===== config.mk =====
export PLATFORM = sky130hd
export DESIGN_NAME = nand_seq_top
export DESIGN_NICKNAME = d
export VERILOG_FILES = /design/src/rtl/nand_seq_pkg.sv /design/src/rtl/nand_seq_fifo.sv /design/src/rtl/nand_seq_engine.sv /design/src/rtl/nand_seq_top.sv
export SDC_FILE = /design/constraint.sdc
export NUM_CORES = 1
export LEC_CHECK = 0
export BUFFER_PORTS_ARGS = -buffer_cell sky130_fd_sc_hd__buf_2
export CORE_MARGIN = 5
export CORE_UTILIZATION = 46
export DETAILED_ROUTE_END_ITERATION = 8
export SETUP_SLACK_MARGIN = 0.5
export SKIP_CTS_REPAIR_TIMING = 1
export SLEW_MARGIN = 20
export SYNTH_ARGS = -nofsm -noshare
export SYNTH_HDL_FRONTEND = slang
export SYNTH_SLANG_ARGS = --single-unit

===== constraint.sdc =====
create_clock -name clk -period 6.95 [get_ports clk]
set_clock_uncertainty 0.1 [all_clocks]
set_input_delay 1.0425 -clock clk [delete_from_list [all_inputs] [get_ports clk]]
set_output_delay 1.0425 -clock clk [all_outputs]
set_load 0.03 [all_outputs]

===== src/rtl/nand_seq_pkg.sv =====
package nand_seq_pkg;

  typedef enum logic [2:0] {
    S_IDLE, S_CMD1, S_ADDR, S_CMD2, S_WAIT, S_DATA, S_END
  } seq_st_t;

  typedef enum logic [1:0] {
    PH_PREP, PH_LOAD, PH_LO, PH_HI
  } seq_ph_t;

  localparam logic [2:0] RA_CTRL = 3'd0;
  localparam logic [2:0] RA_OPC  = 3'd1;
  localparam logic [2:0] RA_ADR  = 3'd2;
  localparam logic [2:0] RA_ADR2 = 3'd3;
  localparam logic [2:0] RA_CNT  = 3'd4;
  localparam logic [2:0] RA_FIFO = 3'd5;
  localparam logic [2:0] RA_CLR  = 3'd6;

  // control bits 10:3 as stored
  typedef struct packed {
    logic       five;
    logic [1:0] acnt;
    logic       dir;
    logic       cmd2_en;
    logic       addr_en;
    logic       cmd1_en;
    logic       ce;
  } seq_cfg_t;

endpackage


===== src/rtl/nand_seq_fifo.sv =====
module nand_seq_fifo #(
  parameter int W     = 32,
  parameter int DEPTH = 16,
  localparam int AW   = $clog2(DEPTH),
  localparam int LW   = AW + 1
) (
  input  logic          clk,
  input  logic          rst,
  input  logic          clr,
  input  logic          push,
  input  logic [W-1:0]  wdata,
  input  logic          pop,
  output logic [W-1:0]  rdata,
  output logic [LW-1:0] level,
  output logic          full,
  output logic          empty
);

  logic [W-1:0]  mem [DEPTH];
  logic [AW-1:0] wp, rp;
  logic          push_ok, pop_ok;

  assign full    = (level == LW'(DEPTH));
  assign empty   = (level == '0);
  assign push_ok = push && !full;
  assign pop_ok  = pop && !empty;

  // storage without reset so block RAM can be inferred
  always_ff @(posedge clk) begin
    if (push_ok) mem[wp] <= wdata;
    if (pop_ok)  rdata   <= mem[rp];
  end

  always_ff @(posedge clk) begin
    if (rst || clr) begin
      wp    <= '0;
      rp    <= '0;
      level <= '0;
    end else begin
      if (push_ok) wp <= (wp == AW'(DEPTH - 1)) ? '0 : wp + 1'b1;
      if (pop_ok)  rp <= (rp == AW'(DEPTH - 1)) ? '0 : rp + 1'b1;
      level <= level + LW'(push_ok) - LW'(pop_ok);
    end
  end

  AST_LEVEL_BOUND: assert property (@(posedge clk) disable iff (rst)
    level <= LW'(DEPTH));
  AST_CLEAR_EMPTIES: assert property (@(posedge clk) disable iff (rst)
    clr |=> (level == '0));

endmodule


===== src/rtl/nand_seq_engine.sv =====
module nand_seq_engine
  import nand_seq_pkg::*;
#(
  parameter int T_WLO    = 3,
  parameter int T_WHI    = 2,
  parameter int T_WB     = 4,
  parameter int BUSY_MAX = 100000,
  parameter int CNT_W    = 16,
  localparam int TMAX    = (T_WLO > T_WHI) ? ((T_WLO > T_WB) ? T_WLO : T_WB)
                                           : ((T_WHI > T_WB) ? T_WHI : T_WB),
  localparam int TW      = $clog2(TMAX + 1),
  localparam int BW      = $clog2(BUSY_MAX + 1)
) (
  input  logic             clk,
  input  logic             rst,
  input  logic             start,
  input  logic             cmd1_en,
  input  logic             addr_en,
  input  logic             cmd2_en,
  input  logic             dir,
  input  logic [1:0]       acnt,
  input  logic             five,
  input  logic [15:0]      opc,
  input  logic [31:0]      adr,
  input  logic [7:0]       adr2,
  input  logic [CNT_W-1:0] cnt,
  input  logic             rb_n,
  input  logic [7:0]       dq_i,
  input  logic [31:0]      fifo_q,
  input  logic             fifo_empty,
  input  logic             fifo_full,
  output logic             fifo_push,
  output logic [31:0]      fifo_wdata,
  output logic             fifo_pop,
  output logic             busy,
  output logic             done,
  output logic             err,
  output logic             cle,
  output logic             ale,
  output logic             we_n,
  output logic             re_n,
  output logic [7:0]       dq_o,
  output logic             dq_oe
);

  seq_st_t          st;
  seq_ph_t          ph;
  logic [TW-1:0]    tcnt;
  logic [BW-1:0]    bsy;
  logic [2:0]       aidx;
  logic [CNT_W-1:0] bdone;
  logic [31:0]      sh, asm_w;

  logic [2:0] n_adr;
  logic [1:0] widx;
  logic       last_adr, last_dat, rd_dat, wr_dat, word_end;
  logic [7:0] cur_byte;
  seq_st_t    to_first, to_addr, to_cmd2, to_data, after_addr, after_data, after_wait;

  assign n_adr    = five ? 3'd5 : {1'b0, acnt} + 3'd1;
  assign widx     = bdone[1:0];
  assign last_adr = (aidx == n_adr - 3'd1);
  assign last_dat = (bdone == cnt - 1'b1);
  assign rd_dat   = (st == S_DATA) && !dir;
  assign wr_dat   = (st == S_DATA) && dir;
  assign word_end = (widx == 2'd3) || last_dat;
  assign busy     = (st != S_IDLE);

  // phase ordering: writes place data before the confirm command
  always_comb begin
    if (dir) begin
      to_cmd2    = cmd2_en ? S_CMD2 : S_END;
      to_data    = (cnt != '0) ? S_DATA : to_cmd2;
      after_data = to_cmd2;
      after_wait = S_END;
      after_addr = to_data;
    end else begin
      to_data    = (cnt != '0) ? S_DATA : S_END;
      to_cmd2    = cmd2_en ? S_CMD2 : to_data;
      after_data = S_END;
      after_wait = to_data;
      after_addr = to_cmd2;
    end
    to_addr  = addr_en ? S_ADDR : after_addr;
    to_first = cmd1_en ? S_CMD1 : to_addr;
  end

  always_comb begin
    case (st)
      S_CMD1:  cur_byte = opc[7:0];
      S_CMD2:  cur_byte = opc[15:8];
      S_ADDR:  cur_byte = aidx[2] ? adr2 : adr[{aidx[1:0], 3'b000} +: 8];
      default: cur_byte = sh[31:24];
    endcase
  end

  assign fifo_pop   = wr_dat && (ph == PH_PREP) && (widx == 2'd0) && !fifo_empty;
  assign fifo_push  = rd_dat && (ph == PH_HI) && (tcnt == '0) && word_end && !fifo_full;
  assign fifo_wdata = asm_w << {(2'd3 - widx), 3'b000};

  always_ff @(posedge clk) begin
    if (rst) begin
      st    <= S_IDLE;
      ph    <= PH_PREP;
      tcnt  <= '0;
      bsy   <= '0;
      aidx  <= '0;
      bdone <= '0;
      sh    <= '0;
      asm_w <= '0;
      done  <= 1'b0;
      err   <= 1'b0;
    end else begin
      done <= 1'b0;
      err  <= 1'b0;
      case (st)
        S_IDLE: if (start) begin
          st    <= to_first;
          ph    <= PH_PREP;
          aidx  <= '0;
          bdone <= '0;
        end
        S_WAIT: begin
          if (tcnt != '0) tcnt <= tcnt - 1'b1;
          else if (rb_n) begin
            st <= after_wait;
            ph <= PH_PREP;
          end else if (bsy == BW'(BUSY_MAX - 1)) begin
            err <= 1'b1;
            st  <= S_END;
          end else bsy <= bsy + 1'b1;
        end
        S_END: begin
          done <= 1'b1;
          st   <= S_IDLE;
        end
        default: begin
          case (ph)
            PH_PREP: begin
              if (wr_dat && widx == 2'd0) begin
                if (!fifo_empty) ph <= PH_LOAD;
              end else begin
                ph   <= PH_LO;
                tcnt <= TW'(T_WLO - 1);
              end
            end
            PH_LOAD: begin
              sh   <= fifo_q;
              ph   <= PH_LO;
              tcnt <= TW'(T_WLO - 1);
            end
            PH_LO: begin
              if (tcnt != '0) tcnt <= tcnt - 1'b1;
              else begin
                ph   <= PH_HI;
                tcnt <= TW'(T_WHI - 1);
                if (rd_dat) asm_w <= {asm_w[23:0], dq_i};
              end
            end
            default: begin
              if (tcnt != '0) tcnt <= tcnt - 1'b1;
              else if (!(rd_dat && word_end && fifo_full)) begin
                ph <= PH_PREP;
                case (st)
                  S_CMD1: st <= to_addr;
                  S_CMD2: begin
                    st   <= S_WAIT;
                    tcnt <= TW'(T_WB - 1);
                    bsy  <= '0;
                  end
                  S_ADDR: begin
                    if (last_adr) st <= after_addr;
                    else aidx <= aidx + 1'b1;
                  end
                  default: begin
                    if (dir) sh <= {sh[23:0], 8'h00};
                    bdone <= bdone + 1'b1;
                    if (last_dat) st <= after_data;
                  end
                endcase
              end
            end
          endcase
        end
      endcase
    end
  end

  // registered pin decode
  logic strobe_lo, byte_out;
  assign byte_out  = (st == S_CMD1) || (st == S_CMD2) || (st == S_ADDR) || wr_dat;
  assign strobe_lo = (ph == PH_LO);

  always_ff @(posedge clk) begin
    if (rst) begin
      cle   <= 1'b0;
      ale   <= 1'b0;
      we_n  <= 1'b1;
      re_n  <= 1'b1;
      dq_o  <= '0;
      dq_oe <= 1'b0;
    end else begin
      cle   <= ((st == S_CMD1) || (st == S_CMD2)) && (ph == PH_LO || ph == PH_HI);
      ale   <= (st == S_ADDR) && (ph == PH_LO || ph == PH_HI);
      we_n  <= !(byte_out && strobe_lo);
      re_n  <= !(rd_dat && strobe_lo);
      dq_o  <= cur_byte;
      dq_oe <= byte_out && (ph == PH_LO || ph == PH_HI);
    end
  end

  AST_CMD_ADDR_EXCL: assert property (@(posedge clk) disable iff (rst)
    !(cle && ale));
  AST_ONE_STROBE: assert property (@(posedge clk) disable iff (rst)
    !(!we_n && !re_n));
  AST_DATA_AFTER_READY: assert property (@(posedge clk) disable iff (rst)
    ($past(st) == S_WAIT && st == S_DATA) |-> $past(rb_n));

endmodule


===== src/rtl/nand_seq_top.sv =====
module nand_seq_top
  import nand_seq_pkg::*;
#(
  parameter int FIFO_DEPTH = 16,
  parameter int T_WLO      = 3,
  parameter int T_WHI      = 2,
  parameter int T_WB       = 4,
  parameter int BUSY_MAX   = 100000,
  localparam int CNT_W     = 16,
  localparam int LW        = $clog2(FIFO_DEPTH) + 1
) (
  input  logic        clk,
  input  logic        rst,
  input  logic        reg_we,
  input  logic        reg_re,
  input  logic [2:0]  reg_addr,
  input  logic [31:0] reg_wdata,
  output logic [31:0] reg_rdata,
  output logic        nand_ce_n,
  output logic        nand_cle,
  output logic        nand_ale,
  output logic        nand_we_n,
  output logic        nand_re_n,
  output logic [7:0]  nand_dq_o,
  output logic        nand_dq_oe,
  input  logic [7:0]  nand_dq_i,
  input  logic        nand_rb_n
);

  seq_cfg_t         cfg;
  logic             end_f, err_f, start_q;
  logic [15:0]      opc;
  logic [31:0]      adr;
  logic [7:0]       adr2;
  logic [CNT_W-1:0] cnt;
  logic [31:0]      rd_q, fifo_q, eng_wdata;
  logic             rd_fifo_q;
  logic             eng_busy, eng_done, eng_err, eng_push, eng_pop;
  logic [LW-1:0]    level;
  logic             f_full, f_empty;
  logic             wr_ctrl;

  assign wr_ctrl = reg_we && (reg_addr == RA_CTRL);

  always_ff @(posedge clk) begin
    if (rst) begin
      cfg       <= '0;
      end_f     <= 1'b0;
      err_f     <= 1'b0;
      start_q   <= 1'b0;
      opc       <= '0;
      adr       <= '0;
      adr2      <= '0;
      cnt       <= '0;
      nand_ce_n <= 1'b1;
    end else begin
      start_q   <= wr_ctrl && reg_wdata[0] && !eng_busy;
      nand_ce_n <= !cfg.ce;
      if (wr_ctrl) cfg <= reg_wdata[10:3];
      if (reg_we && reg_addr == RA_OPC)  opc  <= reg_wdata[15:0];
      if (reg_we && reg_addr == RA_ADR)  adr  <= reg_wdata;
      if (reg_we && reg_addr == RA_ADR2) adr2 <= reg_wdata[7:0];
      if (reg_we && reg_addr == RA_CNT)  cnt  <= reg_wdata[CNT_W-1:0];
      if (wr_ctrl && (reg_wdata == '0 || reg_wdata[0])) begin
        end_f <= 1'b0;
        err_f <= 1'b0;
      end else begin
        if (eng_done) end_f <= 1'b1;
        if (eng_err)  err_f <= 1'b1;
      end
    end
  end

  always_ff @(posedge clk) begin
    if (rst) begin
      rd_q      <= '0;
      rd_fifo_q <= 1'b0;
    end else if (reg_re) begin
      rd_fifo_q <= (reg_addr == RA_FIFO);
      case (reg_addr)
        RA_CTRL: rd_q <= {21'd0, cfg, err_f, end_f, eng_busy | start_q};
        RA_OPC:  rd_q <= {16'd0, opc};
        RA_ADR:  rd_q <= adr;
        RA_ADR2: rd_q <= {24'd0, adr2};
        RA_CNT:  rd_q <= {8'd0, 8'(level), cnt};
        default: rd_q <= '0;
      endcase
    end
  end

  assign reg_rdata = rd_fifo_q ? fifo_q : rd_q;

  nand_seq_fifo #(.W(32), .DEPTH(FIFO_DEPTH)) u_fifo (
    .clk   (clk),
    .rst   (rst),
    .clr   (reg_we && reg_addr == RA_CLR),
    .push  (eng_push || (reg_we && reg_addr == RA_FIFO)),
    .wdata (eng_push ? eng_wdata : reg_wdata),
    .pop   (eng_pop || (reg_re && reg_addr == RA_FIFO)),
    .rdata (fifo_q),
    .level (level),
    .full  (f_full),
    .empty (f_empty)
  );

  nand_seq_engine #(
    .T_WLO(T_WLO), .T_WHI(T_WHI), .T_WB(T_WB), .BUSY_MAX(BUSY_MAX), .CNT_W(CNT_W)
  ) u_engine (
    .clk        (clk),
    .rst        (rst),
    .start      (start_q),
    .cmd1_en    (cfg.cmd1_en),
    .addr_en    (cfg.addr_en),
    .cmd2_en    (cfg.cmd2_en),
    .dir        (cfg.dir),
    .acnt       (cfg.acnt),
    .five       (cfg.five),
    .opc        (opc),
    .adr        (adr),
    .adr2       (adr2),
    .cnt        (cnt),
    .rb_n       (nand_rb_n),
    .dq_i       (nand_dq_i),
    .fifo_q     (fifo_q),
    .fifo_empty (f_empty),
    .fifo_full  (f_full),
    .fifo_push  (eng_push),
    .fifo_wdata (eng_wdata),
    .fifo_pop   (eng_pop),
    .busy       (eng_busy),
    .done       (eng_done),
    .err        (eng_err),
    .cle        (nand_cle),
    .ale        (nand_ale),
    .we_n       (nand_we_n),
    .re_n       (nand_re_n),
    .dq_o       (nand_dq_o),
    .dq_oe      (nand_dq_oe)
  );

  AST_END_STICKY: assert property (@(posedge clk) disable iff (rst)
    (end_f && !wr_ctrl) |=> end_f);
  AST_CE_FOLLOWS_BIT: assert property (@(posedge clk) disable iff (rst)
    ($past(cfg.ce) && $stable(cfg.ce)) |-> !nand_ce_n);

endmodule


==> reports/results.tsv <==
stage	metric	value	unit
route	Initial DRC Count	2343	
worst_hold_path	type of the most critical hold path	register to register	
layout	share of cells above drive strength 1	21.8	%
global_routing	first-pass GRT wire length	137000	um
sta	worst-margin pin slew	1130	ps
power	total power density per cell area	279	nW/um^2
clock_network	CTS sink cnt	797	
clock_network	worst skew pair latency	640	ps
sta	Fin. Hold Viols	0	
floorplan	DIE HEIGHT	280	um
placed_design	Inst Count DP	3307	
clock_network	H-tree levels	3	
route	drt drc	0	
logic_synthesis	post-synthesis xor/xnor area fraction	1.15	%
logic_synthesis	Synth Area per Inst	14.1	sq um
floorplan	core area	72700	sq um
sta	RSZ-0062 raised after global routing	no	
placed_design	routability cong.	0.895	
layout	fin cells	3460	
sta	Rel. slew slack	25.0	%
critical_path	Setup crit start kind	register	
critical_path	critical-path maximum fanout	26	
layout	area grow syn2layout	12.5	%
power	maximum vdd drop	220	uV
global_routing	largest net degree at the start of global routing	104	
sta	final setup fails	0	
logic_synthesis	adder-cell area share of the yosys netlist	0.880	%
critical_path	largest stage delay on the critical path	910	ps
floorplan	row count	99	
route	average wire per standard cell	27.2	um
layout	post-route cell area	37800	sq um
logic_synthesis	post-synth top area share	48.7	%
run	# Max-Cap Violations	0	
layout	Final Util	52.0	%
placed_design	Final HPWL DP	61400	um
sta	period utilization	69.5	%
logic_synthesis	post-synthesis compound-gate area fraction	6.77	%
logic_synthesis	post-synth net total	2448	
floorplan	num ports	94	
global_routing	GRT Overall Usage	23.5	%
logic_synthesis	Synth area leader	edfxtp_1	
logic_synthesis	synth unique cells	72	
clock_network	clk buf depth	3	
clock_network	total CTS buffers	84	
global_routing	vias in the first global route	20174	
global_routing	gr ovfl total	0	
logic_synthesis	post-synthesis sequential area ratio	63.7	%
critical_path	Worst EP arrival	5070	ps
floorplan	initial cell density of the core	46.2	%
clock_network	TritonCTS clock tree	done	
logic_synthesis	largest family of logic cells by synthesized area	multiplexers	
sta	setup TNS	0	ps
logic_synthesis	Top FF cell, synth	edfxtp_1	
sta	min Tclk post-route	4830	ps
critical_path	slowest stage cell on the critical path	nor2_4	
floorplan	die width	280	um
route	vias post-DR	20730	
logic_synthesis	number of synthesized register bits	797	
logic_synthesis	FFs w/ async S/R, synth	0	%
logic_synthesis	Yosys warning count	0	
logic_synthesis	ranking of synthesized cells by area	edfxtp_1 (49%), dfxtp_1 (15%), mux4_2 (12%), nand2_1 (3.2%), a21oi_1 (2.7%)	
layout	nets	2506	
route	drt via density	5.99	
power	Leakage Power	12.0	nW
placed_design	post-placement cell area	35000	sq um
global_routing	initial antenna violation count	2	
floorplan	die area	78500	sq um
run_status	outcome	completed	
sta	top achievable clock speed	207	MHz
sta	max-slew violation count	0	
critical_path	WS Path Type	register to register	
route	Total Wirelength	94000	um
critical_path	Crit. End Element	register	
route	Routed Antenna Nets	0	
critical_path	CP Data Required Time	7190	ps
logic_synthesis	Syn Inst Count	2377	
logic_synthesis	mux contribution to synthesized area	16.6	%
logic_synthesis	Post-synth EDFFs	544	
clock_network	Clock transition at path regs	60	ps
clock_network	root buffer cell	clkbuf_16	
logic_synthesis	Mapped Area	33600	sq um
logic_synthesis	Post-Synth Simple-Gate Area	8.51	%
critical_path	crit-path cells	or3_1 -> or4_4 -> or4_1 -> o311ai_1 -> nand4_4 -> o21ai_4 -> nand2_1 -> nor2_4 -> buf_4	
placed_design	Port Buf Inserts	93	
route	1st-pass router iterations	5	
path summary, 6_finish.rpt:
path                                     endpoint  depth (start not counted)     startpoint  slack [ps]
worst max-delay path            u_fifo.mem[4][19]                          9         cnt[2]        2120
worst max register to register  u_fifo.mem[4][19]                          9         cnt[2]        2120
worst min-delay path                        end_f                          1  u_engine.done         340
worst min register to register              end_f                          1  u_engine.done         340
logic make-up (layout without fill, tap and decap cells):
kind of cell,count (synthesis),after routing
flops,797,797
simple gates,633,633
compound gates,369,369
mux,319,319
buf+inv,192,315
xor+xnor,44,44
fa+ha+maj,23,23
other cells,0,1
sequential cells by signal (all words and copies together) (netlist names), 4 cells and up:
register / cells
adr: 32
adr2: 8
cfg: 8
cnt: 16
opc: 16
rd_q: 32
u_engine.asm_w: 32
u_engine.bdone: 16
u_engine.bsy: 17
u_engine.dq_o: 8
u_engine.sh: 32
u_fifo.level: 5
u_fifo.mem: 512
u_fifo.rdata: 32
u_fifo.rp: 4
u_fifo.wp: 4
stage by stage:
stage / setup slack [ps] / hold slack (ps) / power [mW]
floorplan: 1540 / 268 / 5.93
global placement: 2260 / 318 / 6.25
detailed placement: 2150 / 322 / 6.26
CTS: 2130 / 336 / 10.6
global route: 1920 / 353 / 10.9
finish: 2120 / 337 / 10.5
power breakdown:
part | switching (mW) | internal, mW | leakage, nW
logic | 0.646 | 0.337 | 3.77
registers | 0.0654 | 5.12 | 6.94
clock network | 1.86 | 2.51 | 1.32
area by class of cell:
type                            count  area, sq um
Antenna cell                        1         2.50
Clock buffer                      115         2330
Clock inverter                     36          372
Fill cell                        6056        34900
Inverter                           30          113
Multi-Input combinational cell   1388        11500
Sequential cell                   797        21400
Tap cell                          959         1200
Timing Repair Buffer              134          812
synth_stat cells, types with 17 or more instances:
cell type and number:
a211oi_1 40, a21oi_1 183, a22oi_1 32, and3_1 19
buf_1 25, clkbuf_1 130, dfxtp_1 253, edfxtp_1 544
ha_1 22, inv_1 30, mux2_2 38, mux2_4 30
mux2i_1 76, mux4_2 175, nand2_1 289, nand3_1 47
nor2_1 146, nor2b_1 17, nor3_1 21, nor4_1 17
o21ai_0 43, or3_1 17, xor2_1 28
metal layers:
metal	track usage [%]	vias to the layer above	wire length, um
met5	0	-	0
met3	4.19	160	6990
met2	37.2	831	44500
met1	33.4	10587	39300
met4	7.76	0	3230
li1	-	9152	-
critical path, delay by kind of cell, from the launching register on:
family                 cells  cell delay (ps)
and+or+nand+nor            6             3090
AOI/OAI and AO/OA          2              620
DFF                        1              370
buffers and inverters      1              320
layout by cell type, fill, tap and decap left out, drive strengths merged, types with 31 or more instances in the layout:
master	n
clkbuf	115
mux2	68
mux4	175
nor2	146
a21oi	183
a211oi	40
dfxtp	253
o21ai	48
a22oi	32
nand2	289
edfxtp	544
mux2i	76
inv	31
buf	134
nand3	47
No activity file was read; power rests on OpenSTA's default activity.
